<file path="src/rtl/irqf_pkg.sv">
package irqf_pkg;
  localparam int FLAG_W = 5;
  localparam int B_TXC  = 0;
  localparam int B_TXL  = 1;
  localparam int B_RXV  = 2;
  localparam int B_RXO  = 4;
  localparam logic [FLAG_W-1:0] STORE_MASK = FLAG_W'((1 << B_TXC) | (1 << B_RXV) | (1 << B_RXO));
  localparam logic [FLAG_W-1:0] LEVEL_MASK = FLAG_W'(1 << B_TXL);
  localparam logic [FLAG_W-1:0] VALID_MASK = STORE_MASK | LEVEL_MASK;
  localparam logic [FLAG_W-1:0] RX_MASK    = FLAG_W'((1 << B_RXV) | (1 << B_RXO));
  localparam logic [FLAG_W-1:0] TX_MASK    = FLAG_W'((1 << B_TXC) | (1 << B_TXL));

  typedef enum logic [2:0] {
    SEL_NONE,
    SEL_FLAG,
    SEL_SET,
    SEL_CLR,
    SEL_EN
  } reg_sel_e;
endpackage

</file>
<file path="src/rtl/irqf_decode.sv">
module irqf_decode
  import irqf_pkg::*;
#(
  parameter int ADDR_W = 8,
  parameter logic [ADDR_W-1:0] OFF_FLAG = ADDR_W'('h40),
  parameter logic [ADDR_W-1:0] OFF_SET  = ADDR_W'('h44),
  parameter logic [ADDR_W-1:0] OFF_CLR  = ADDR_W'('h48),
  parameter logic [ADDR_W-1:0] OFF_EN   = ADDR_W'('h4C)
) (
  input  logic              req_i,
  input  logic              we_i,
  input  logic [ADDR_W-1:0] addr_i,
  output reg_sel_e          sel_o,
  output logic              wr_o,
  output logic              rd_o
);
  always_comb begin
    unique case (addr_i)
      OFF_FLAG: sel_o = SEL_FLAG;
      OFF_SET:  sel_o = SEL_SET;
      OFF_CLR:  sel_o = SEL_CLR;
      OFF_EN:   sel_o = SEL_EN;
      default:  sel_o = SEL_NONE;
    endcase
  end

  assign wr_o = req_i & we_i;
  assign rd_o = req_i & ~we_i;
endmodule

</file>
<file path="src/rtl/irqf_flags.sv">
module irqf_flags
  import irqf_pkg::*;
(
  input  logic              clk_i,
  input  logic              rst_ni,
  input  logic [FLAG_W-1:0] set_i,
  input  logic [FLAG_W-1:0] clr_i,
  input  logic [FLAG_W-1:0] ev_i,
  input  logic [FLAG_W-1:0] lvl_i,
  output logic [FLAG_W-1:0] flags_o
);
  for (genvar i = 0; i < FLAG_W; i++) begin : g_bit
    if (STORE_MASK[i]) begin : g_sticky
      logic q;
      // event and set take priority over clear
      always_ff @(posedge clk_i or negedge rst_ni) begin
        if (!rst_ni) q <= 1'b0;
        else         q <= (q & ~clr_i[i]) | set_i[i] | ev_i[i];
      end
      assign flags_o[i] = q;
    end else if (LEVEL_MASK[i]) begin : g_level
      assign flags_o[i] = lvl_i[i];
    end else begin : g_zero
      assign flags_o[i] = 1'b0;
    end
  end

  logic [FLAG_W-1:0] kill_bits, raise_bits, quiet_bits;
  assign kill_bits  = clr_i & ~ev_i & ~set_i & STORE_MASK;
  assign raise_bits = (ev_i | set_i) & STORE_MASK;
  assign quiet_bits = ~(clr_i | ev_i | set_i) & STORE_MASK;

  AST_CLEAR_TAKES: assert property (@(posedge clk_i) disable iff (!rst_ni)
    kill_bits != '0 |=> (flags_o & $past(kill_bits)) == '0);
  AST_EVENT_WINS: assert property (@(posedge clk_i) disable iff (!rst_ni)
    raise_bits != '0 |=> (flags_o & $past(raise_bits)) == $past(raise_bits));
  AST_FLAG_HOLDS: assert property (@(posedge clk_i) disable iff (!rst_ni)
    quiet_bits == STORE_MASK |=> $stable(flags_o & STORE_MASK));
endmodule

</file>
<file path="src/rtl/irqf_route.sv">
module irqf_route
  import irqf_pkg::*;
(
  input  logic              clk_i,
  input  logic              rst_ni,
  input  logic [FLAG_W-1:0] flags_i,
  input  logic [FLAG_W-1:0] en_i,
  output logic              irq_rx_o,
  output logic              irq_tx_o
);
  logic [FLAG_W-1:0] live;
  assign live     = flags_i & en_i;
  assign irq_rx_o = |(live & RX_MASK);
  assign irq_tx_o = |(live & TX_MASK);

  AST_MASK_ALL: assert property (@(posedge clk_i) disable iff (!rst_ni)
    en_i == '0 |-> !irq_rx_o && !irq_tx_o);
  AST_TX_NEEDS_CAUSE: assert property (@(posedge clk_i) disable iff (!rst_ni)
    irq_tx_o |-> (flags_i[B_TXC] && en_i[B_TXC]) || (flags_i[B_TXL] && en_i[B_TXL]));
endmodule

</file>
<file path="src/rtl/irqf_regs.sv">
module irqf_regs
  import irqf_pkg::*;
#(
  parameter int ADDR_W = 8,
  parameter int DATA_W = 32
) (
  input  logic              clk_i,
  input  logic              rst_ni,
  input  logic              req_i,
  input  logic              we_i,
  input  logic [ADDR_W-1:0] addr_i,
  input  logic [DATA_W-1:0] wdata_i,
  output logic [DATA_W-1:0] rdata_o,
  input  logic              tx_done_i,
  input  logic              tx_room_i,
  input  logic              rx_ready_i,
  input  logic              rx_ovf_i,
  output logic              irq_rx_o,
  output logic              irq_tx_o
);
  reg_sel_e          sel;
  logic              wr, rd;
  logic [FLAG_W-1:0] wbits, set_v, clr_v, ev_v, lvl_v, flags, en_q;

  irqf_decode #(.ADDR_W(ADDR_W)) u_decode (
    .req_i  (req_i),
    .we_i   (we_i),
    .addr_i (addr_i),
    .sel_o  (sel),
    .wr_o   (wr),
    .rd_o   (rd)
  );

  assign wbits = wdata_i[FLAG_W-1:0];
  assign set_v = (wr && sel == SEL_SET) ? (wbits & STORE_MASK) : '0;
  assign clr_v = (wr && sel == SEL_CLR) ? (wbits & STORE_MASK) : '0;

  always_comb begin
    ev_v        = '0;
    ev_v[B_TXC] = tx_done_i;
    ev_v[B_RXV] = rx_ready_i;
    ev_v[B_RXO] = rx_ovf_i;
    lvl_v        = '0;
    lvl_v[B_TXL] = tx_room_i;
  end

  irqf_flags u_flags (
    .clk_i   (clk_i),
    .rst_ni  (rst_ni),
    .set_i   (set_v),
    .clr_i   (clr_v),
    .ev_i    (ev_v),
    .lvl_i   (lvl_v),
    .flags_o (flags)
  );

  always_ff @(posedge clk_i or negedge rst_ni) begin
    if (!rst_ni)                  en_q <= '0;
    else if (wr && sel == SEL_EN) en_q <= wbits & VALID_MASK;
  end

  irqf_route u_route (
    .clk_i    (clk_i),
    .rst_ni   (rst_ni),
    .flags_i  (flags),
    .en_i     (en_q),
    .irq_rx_o (irq_rx_o),
    .irq_tx_o (irq_tx_o)
  );

  always_comb begin
    rdata_o = '0;
    if (rd) begin
      unique case (sel)
        SEL_FLAG: rdata_o = DATA_W'(flags);
        SEL_EN:   rdata_o = DATA_W'(en_q);
        default:  rdata_o = '0;
      endcase
    end
  end

  AST_ALIAS_READS_ZERO: assert property (@(posedge clk_i) disable iff (!rst_ni)
    rd && (sel == SEL_SET || sel == SEL_CLR) |-> rdata_o == '0);
  AST_LEVEL_LIVE: assert property (@(posedge clk_i) disable iff (!rst_ni)
    rd && sel == SEL_FLAG |-> rdata_o[B_TXL] == tx_room_i);
endmodule

</file>
<file path="config.mk">
export PLATFORM = sky130hd
export DESIGN_NAME = irqf_regs
export DESIGN_NICKNAME = d
export VERILOG_FILES = /design/src/rtl/irqf_pkg.sv /design/src/rtl/irqf_decode.sv /design/src/rtl/irqf_flags.sv /design/src/rtl/irqf_route.sv /design/src/rtl/irqf_regs.sv
export SDC_FILE = /design/constraint.sdc
export NUM_CORES = 1
export LEC_CHECK = 0
export BUFFER_PORTS_ARGS = -buffer_cell sky130_fd_sc_hd__buf_2
export CORE_MARGIN = 2
export CORE_UTILIZATION = 33
export CTS_CLUSTER_DIAMETER = 60
export DETAILED_ROUTE_END_ITERATION = 10
export PLACE_DENSITY = 0.88
export SYNTH_ARGS = -nofsm -noshare
export SYNTH_HDL_FRONTEND = slang
export SYNTH_SLANG_ARGS = --single-unit
</file>
<file path="constraint.sdc">
create_clock -name clk_i -period 1.3 [get_ports clk_i]
set_input_delay 0.065 -clock clk_i [delete_from_list [all_inputs] [get_ports clk_i]]
set_output_delay 0.065 -clock clk_i [all_outputs]
set_load 0.05 [all_outputs]
</file>
# After elaboration in Yosys (flattened, before gate mapping)
# Cells that the tools add are included.
[word_totals] word_cells=38 out_inout_bits=34 inputBits=48 regBits=7
[classes] n_eq_ne=8 n_mux=5 bitwise_logic=16 reduce_logical=5
[ops] operator="$eq 8x7->1 const B" n=4
[ops] operator="$mux 32" n=1
[ops] operator="$pmux 3 s4" n=1
[ops] operator="$mux 5" n=2
[ops] operator="$pmux 5 s2" n=1
[ops] operator="$eq 3x2->1 const B" n=2
[ops] operator="$or 1x1->1" n=6
[ops] operator="$and 1x1->1" n=5
[ops] operator="$and 5x5->5" n=1
[ops] operator="$not 1->1" n=4
[ops] operator="$reduce_or 2->1" n=2
[ops] operator="$eq 3x1->1 const B" n=1
[ops] operator="$eq 3x3->1 const B" n=1
[ops] operator="$logic_and 1x1->1" n=3

# Depth between registers and ports, before layout
[depth] word_depth=9 ltp_mapped=3 mapped_depth_nobuf=3

# Cells and area by module
# Synthesis repeated with hierarchy kept, for this count alone.
[unflattened] cells_unflattened=90 area_unflattened_um2=794.5
[by_module_without_submodules] module="irqf_regs" area_each_um2=548.0 cells_per_inst=62 instances=1 seq_area_each_um2=100.1
[by_module_without_submodules] module="irqf_flags" area_each_um2=153.9 cells_per_inst=18 instances=1 seq_area_each_um2=75.1
[by_module_without_submodules] module="irqf_decode" area_each_um2=75.1 cells_per_inst=8 instances=1 seq_area_each_um2=0.0
[by_module_without_submodules] module="irqf_route" area_each_um2=17.5 cells_per_inst=2 instances=1 seq_area_each_um2=0.0

# Worst setup path after synthesis
# No wires, ideal clock.
[synth_timing] kind="in2out" startpoint="input port addr_i[7]" endpoint="output port rdata_o[0]" arrival_ns=1.197 path_buffers=0 required_ns=1.235 setup_slack_ns=0.038 cell_stages=3 cell_sequence="nor4b_2 -> nand3b_1 -> nor2_1"
[synth_between] elab_chain_len=5 word_cells_on_any_way=9 classes_between="eq/ne: 6; mux: 3"
[synth_rtl] element="start: declaration" line_no="irqf_regs.sv:11" rtl="input logic [ADDR_W-1:0] addr_i,"
[synth_rtl] element="$eq 8x7->1" line_no="irqf_decode.sv:18" rtl="unique case (addr_i)"
[synth_rtl] element="$pmux 3 s4 (*)" line_no="irqf_decode.sv:18"
[synth_rtl] element="$eq 3x3->1 or $eq 3x1->1 (tied branches)" line_no="irqf_regs.sv:74" rtl="unique case (sel)"
[synth_rtl] element="$pmux 5 s2 (*)" line_no="irqf_regs.sv:74"
[synth_rtl] element="$mux 32 (*)" line_no="irqf_regs.sv:73" rtl="if (rd) begin"
[synth_rtl] element="end: declaration" line_no="irqf_regs.sv:13" rtl="output logic [DATA_W-1:0] rdata_o,"
# Mark *: on every way between the ends. The rest lies on a longest branch, timed or not.

# Final worst setup path
[layout_timing] startpoint="register u_flags.g_bit[2].g_sticky.q" endpoint="output port irq_rx_o"
[layout_between] elab_chain_len=2
[layout_rtl] element="start: declaration" line_no="irqf_flags.sv:14" rtl="logic q;"
[layout_rtl] element="start signal: assignment" line_no="irqf_flags.sv:18" rtl="else q <= (q & ~clr_i[i]) | set_i[i] | ev_i[i];"
[layout_rtl] element="$and 5x5->5" line_no="irqf_route.sv:12" rtl="assign live = flags_i & en_i;"
[layout_rtl] element="$reduce_or 2->1" line_no="irqf_route.sv:13" rtl="assign irq_rx_o = |(live & RX_MASK);"
[layout_rtl] element="end: declaration" line_no="irqf_regs.sv:18" rtl="output logic irq_rx_o,"
# No other way between the ends.

==> results.json <==
{
  "drt.antenna.violating_nets": 0,
  "setup_viol": 0,
  "path_max_fanout": 3,
  "synth.cell_area_um2": 703,
  "seq_area_frac_synth_pct": 24.9,
  "grt_pass1_wl_um": 2010,
  "portBuffers": 25,
  "required_ns": 1.24,
  "rsz0062_at_grt": "false",
  "critPathSlowestCell": "dfrtp_1",
  "end_kind": "output pin",
  "io_pins": 82,
  "p_leak_nw": 0.390,
  "ys_types": 19,
  "cts_sinks": 7,
  "r2r-start": "u_flags.g_bit[2].g_sticky.q",
  "rows": 16,
  "final_util_pct": 39.8,
  "gp_congestion": 0.766,
  "fp.dieH_um": 50.2,
  "cts_hold_buf": 1,
  "fin_crit_ns": 1.17,
  "synth_top_cell_by_area": "buf_4",
  "drc": 0,
  "place_inst": 126,
  "cts_root_buf": "clkbuf_4",
  "synth_area_per_cell_um2": 9.38,
  "post-dp-hpwl_um": 1160,
  "finalHoldViolations": 0,
  "clockBufferDepth": 2,
  "cp-startpoint": "u_flags.g_bit[2].g_sticky.q",
  "vias_per_cell": 4.61,
  "stdcell_count": 131,
  "cap_violations": 0,
  "path_cells": "a22o_1, buf_2",
  "synth_edf_count": 0,
  "track_usage_pct": 11.0,
  "cts_tree": "built",
  "wirelength_um": 1400,
  "skew_ns": 0,
  "outcome": "finished clean",
  "clock_latency_ns": 0.25,
  "synth_area_leaders": "buf_4 (30%), dfrtp_1 (25%), mux2_2 (6.4%)",
  "start_util_pct": 35.5,
  "grt.overflow.total": 0,
  "period_share_pct": 89.8,
  "synth_most_common_cell": "buf_4",
  "hold_class": "input port to flop",
  "die-area_um2": 2520,
  "first_iter_violations": 4,
  "power_mw": 0.704,
  "synth_top_cell_area_share_pct": 29.9,
  "grt_pass1_vias": 496,
  "synth-async-reset-ratio_pct": 100,
  "fin_nets": 153,
  "max_freq_mhz": 857,
  "die_x_um": 50.2,
  "core_um2": 1980,
  "hp-start": "wdata_i[1]",
  "critPathBufInv": 1,
  "worstSetupPathType": "flop to output pin",
  "synthTopCellsByCount": "buf_4 (28), nor2_1 (8), dfrtp_1 (7)",
  "vias": 604,
  "drive_gt1_share_pct": 36.5,
  "cpLargestDelayFamily": "flip-flops",
  "cts_max_level": 1,
  "first_pass_iters": 4,
  "cts.clk_slew.worst_paths_ns": 0.05,
  "syn_to_final_growth_pct": 12.3,
  "antenna_found_initial": 0,
  "wl_per_cell_um": 10.7,
  "startpoint_type": "flop",
  "slowest_delay_ns": 0.40,
  "numCtsBuffers": 3,
  "cts.repair.resized": 0,
  "drv_slew": 0,
  "critPathArrivalTime_ns": 1.10,
  "ys_warn_count": 0,
  "grt_max_degree": 8,
  "diodes": 0,
  "synth_cells": 75,
  "ir_drop_mv": 0.367,
  "synth-seq-cells": 7,
  "cts_setup_buffers": 0,
  "ys.flop_type": "dfrtp_1",
  "power_density_nw_per_um2": 892
}
sequential cells by signal (all words and copies together) (netlist names):
register,count
en_q,4
u_flags.g_bit.g_sticky.q,3
through the flow:
step	setup WS (ns)	hold slack [ns]	area, um2	setup TNS (ns)
final	0.133	0.0498	790	0
after global routing	0.0219	0.0554	790	0
after CTS	0.125	0.0426	790	0
after detailed placement	-0.00754	-0.0913	753	-0.00754
after global placement	0.0215	-0.0972	753	0
after floorplan	0.0383	-0.231	805	0
metal layers:
layer | vias to the layer above | GRT usage, % | wire (um) | part of all wire [%]
met5 | - | 0 | 0 | 0
met1 | 280 | 10.1 | 516 | 37
li1 | 275 | - | - | -
met3 | 2 | 5.95 | 193 | 14
met2 | 47 | 20.0 | 676 | 48
met4 | 0 | 4.17 | 11 | 0.79
worst reg2reg max path, delay by kind of cell, from the launching register on:
| family | cells | cell delay (ns) |
|---|---|---|
| flip-flops | 1 | 0.40 |
| AND/OR/NAND/NOR | 1 | 0.18 |
| AO/OA/AOI/OAI | 2 | 0.31 |
area by class of cell:
class | count | area [um2]
multi-input combinational | 67 | 419
timing repair buffer | 26 | 135
sequential | 7 | 175
clock buffer | 4 | 26.3
fill | 213 | 1190
tap | 27 | 33.8
cells by family (layout without fill, tap and decap cells):
group,Yosys count,in the layout,share of synthesized area [%]
other,1,28,0.533
muxes,4,4,6.41
and+or+nand+nor,23,23,23.0
AOI/OAI and AO/OA,12,12,15.3
buffers and inverters,28,30,29.9
DFF,7,7,24.9
worst paths after layout:
path,slack (ns),end,depth (start not counted)
max,0.13,irq_rx_o,2
min,0.05,en_q[1],2
max reg2reg,0.28,u_flags.g_bit[2].g_sticky.q,3
min reg2reg,0.53,en_q[0],1
max in group asynchronous,0.97,u_flags.g_bit[2].g_sticky.q,2
min in group asynchronous,0.17,en_q[1],2
power breakdown:
group / total, mW / switching, mW / leakage [nW] / internal (mW)
combinational: 0.276 / 0.229 / 0.293 / 0.0474
clock: 0.196 / 0.0792 / 0.0150 / 0.117
sequential: 0.232 / 0.00594 / 0.0820 / 0.226
placed cells by master, fill, tap and decap left out, drive strengths merged, types with 2 or more instances in the layout:
| cell | netlist | layout |
|---|---|---|
| nor3 | 3 | 3 |
| a22o | 2 | 2 |
| mux2 | 4 | 4 |
| or4bb | 4 | 4 |
| a211oi | 3 | 3 |
| a21boi | 3 | 3 |
| conb | 1 | 28 |
| nor2 | 8 | 8 |
| clkbuf | 0 | 4 |
| dfrtp | 7 | 7 |
| buf | 28 | 25 |
| a22oi | 4 | 4 |
Power figures use the tool's default switching activity.
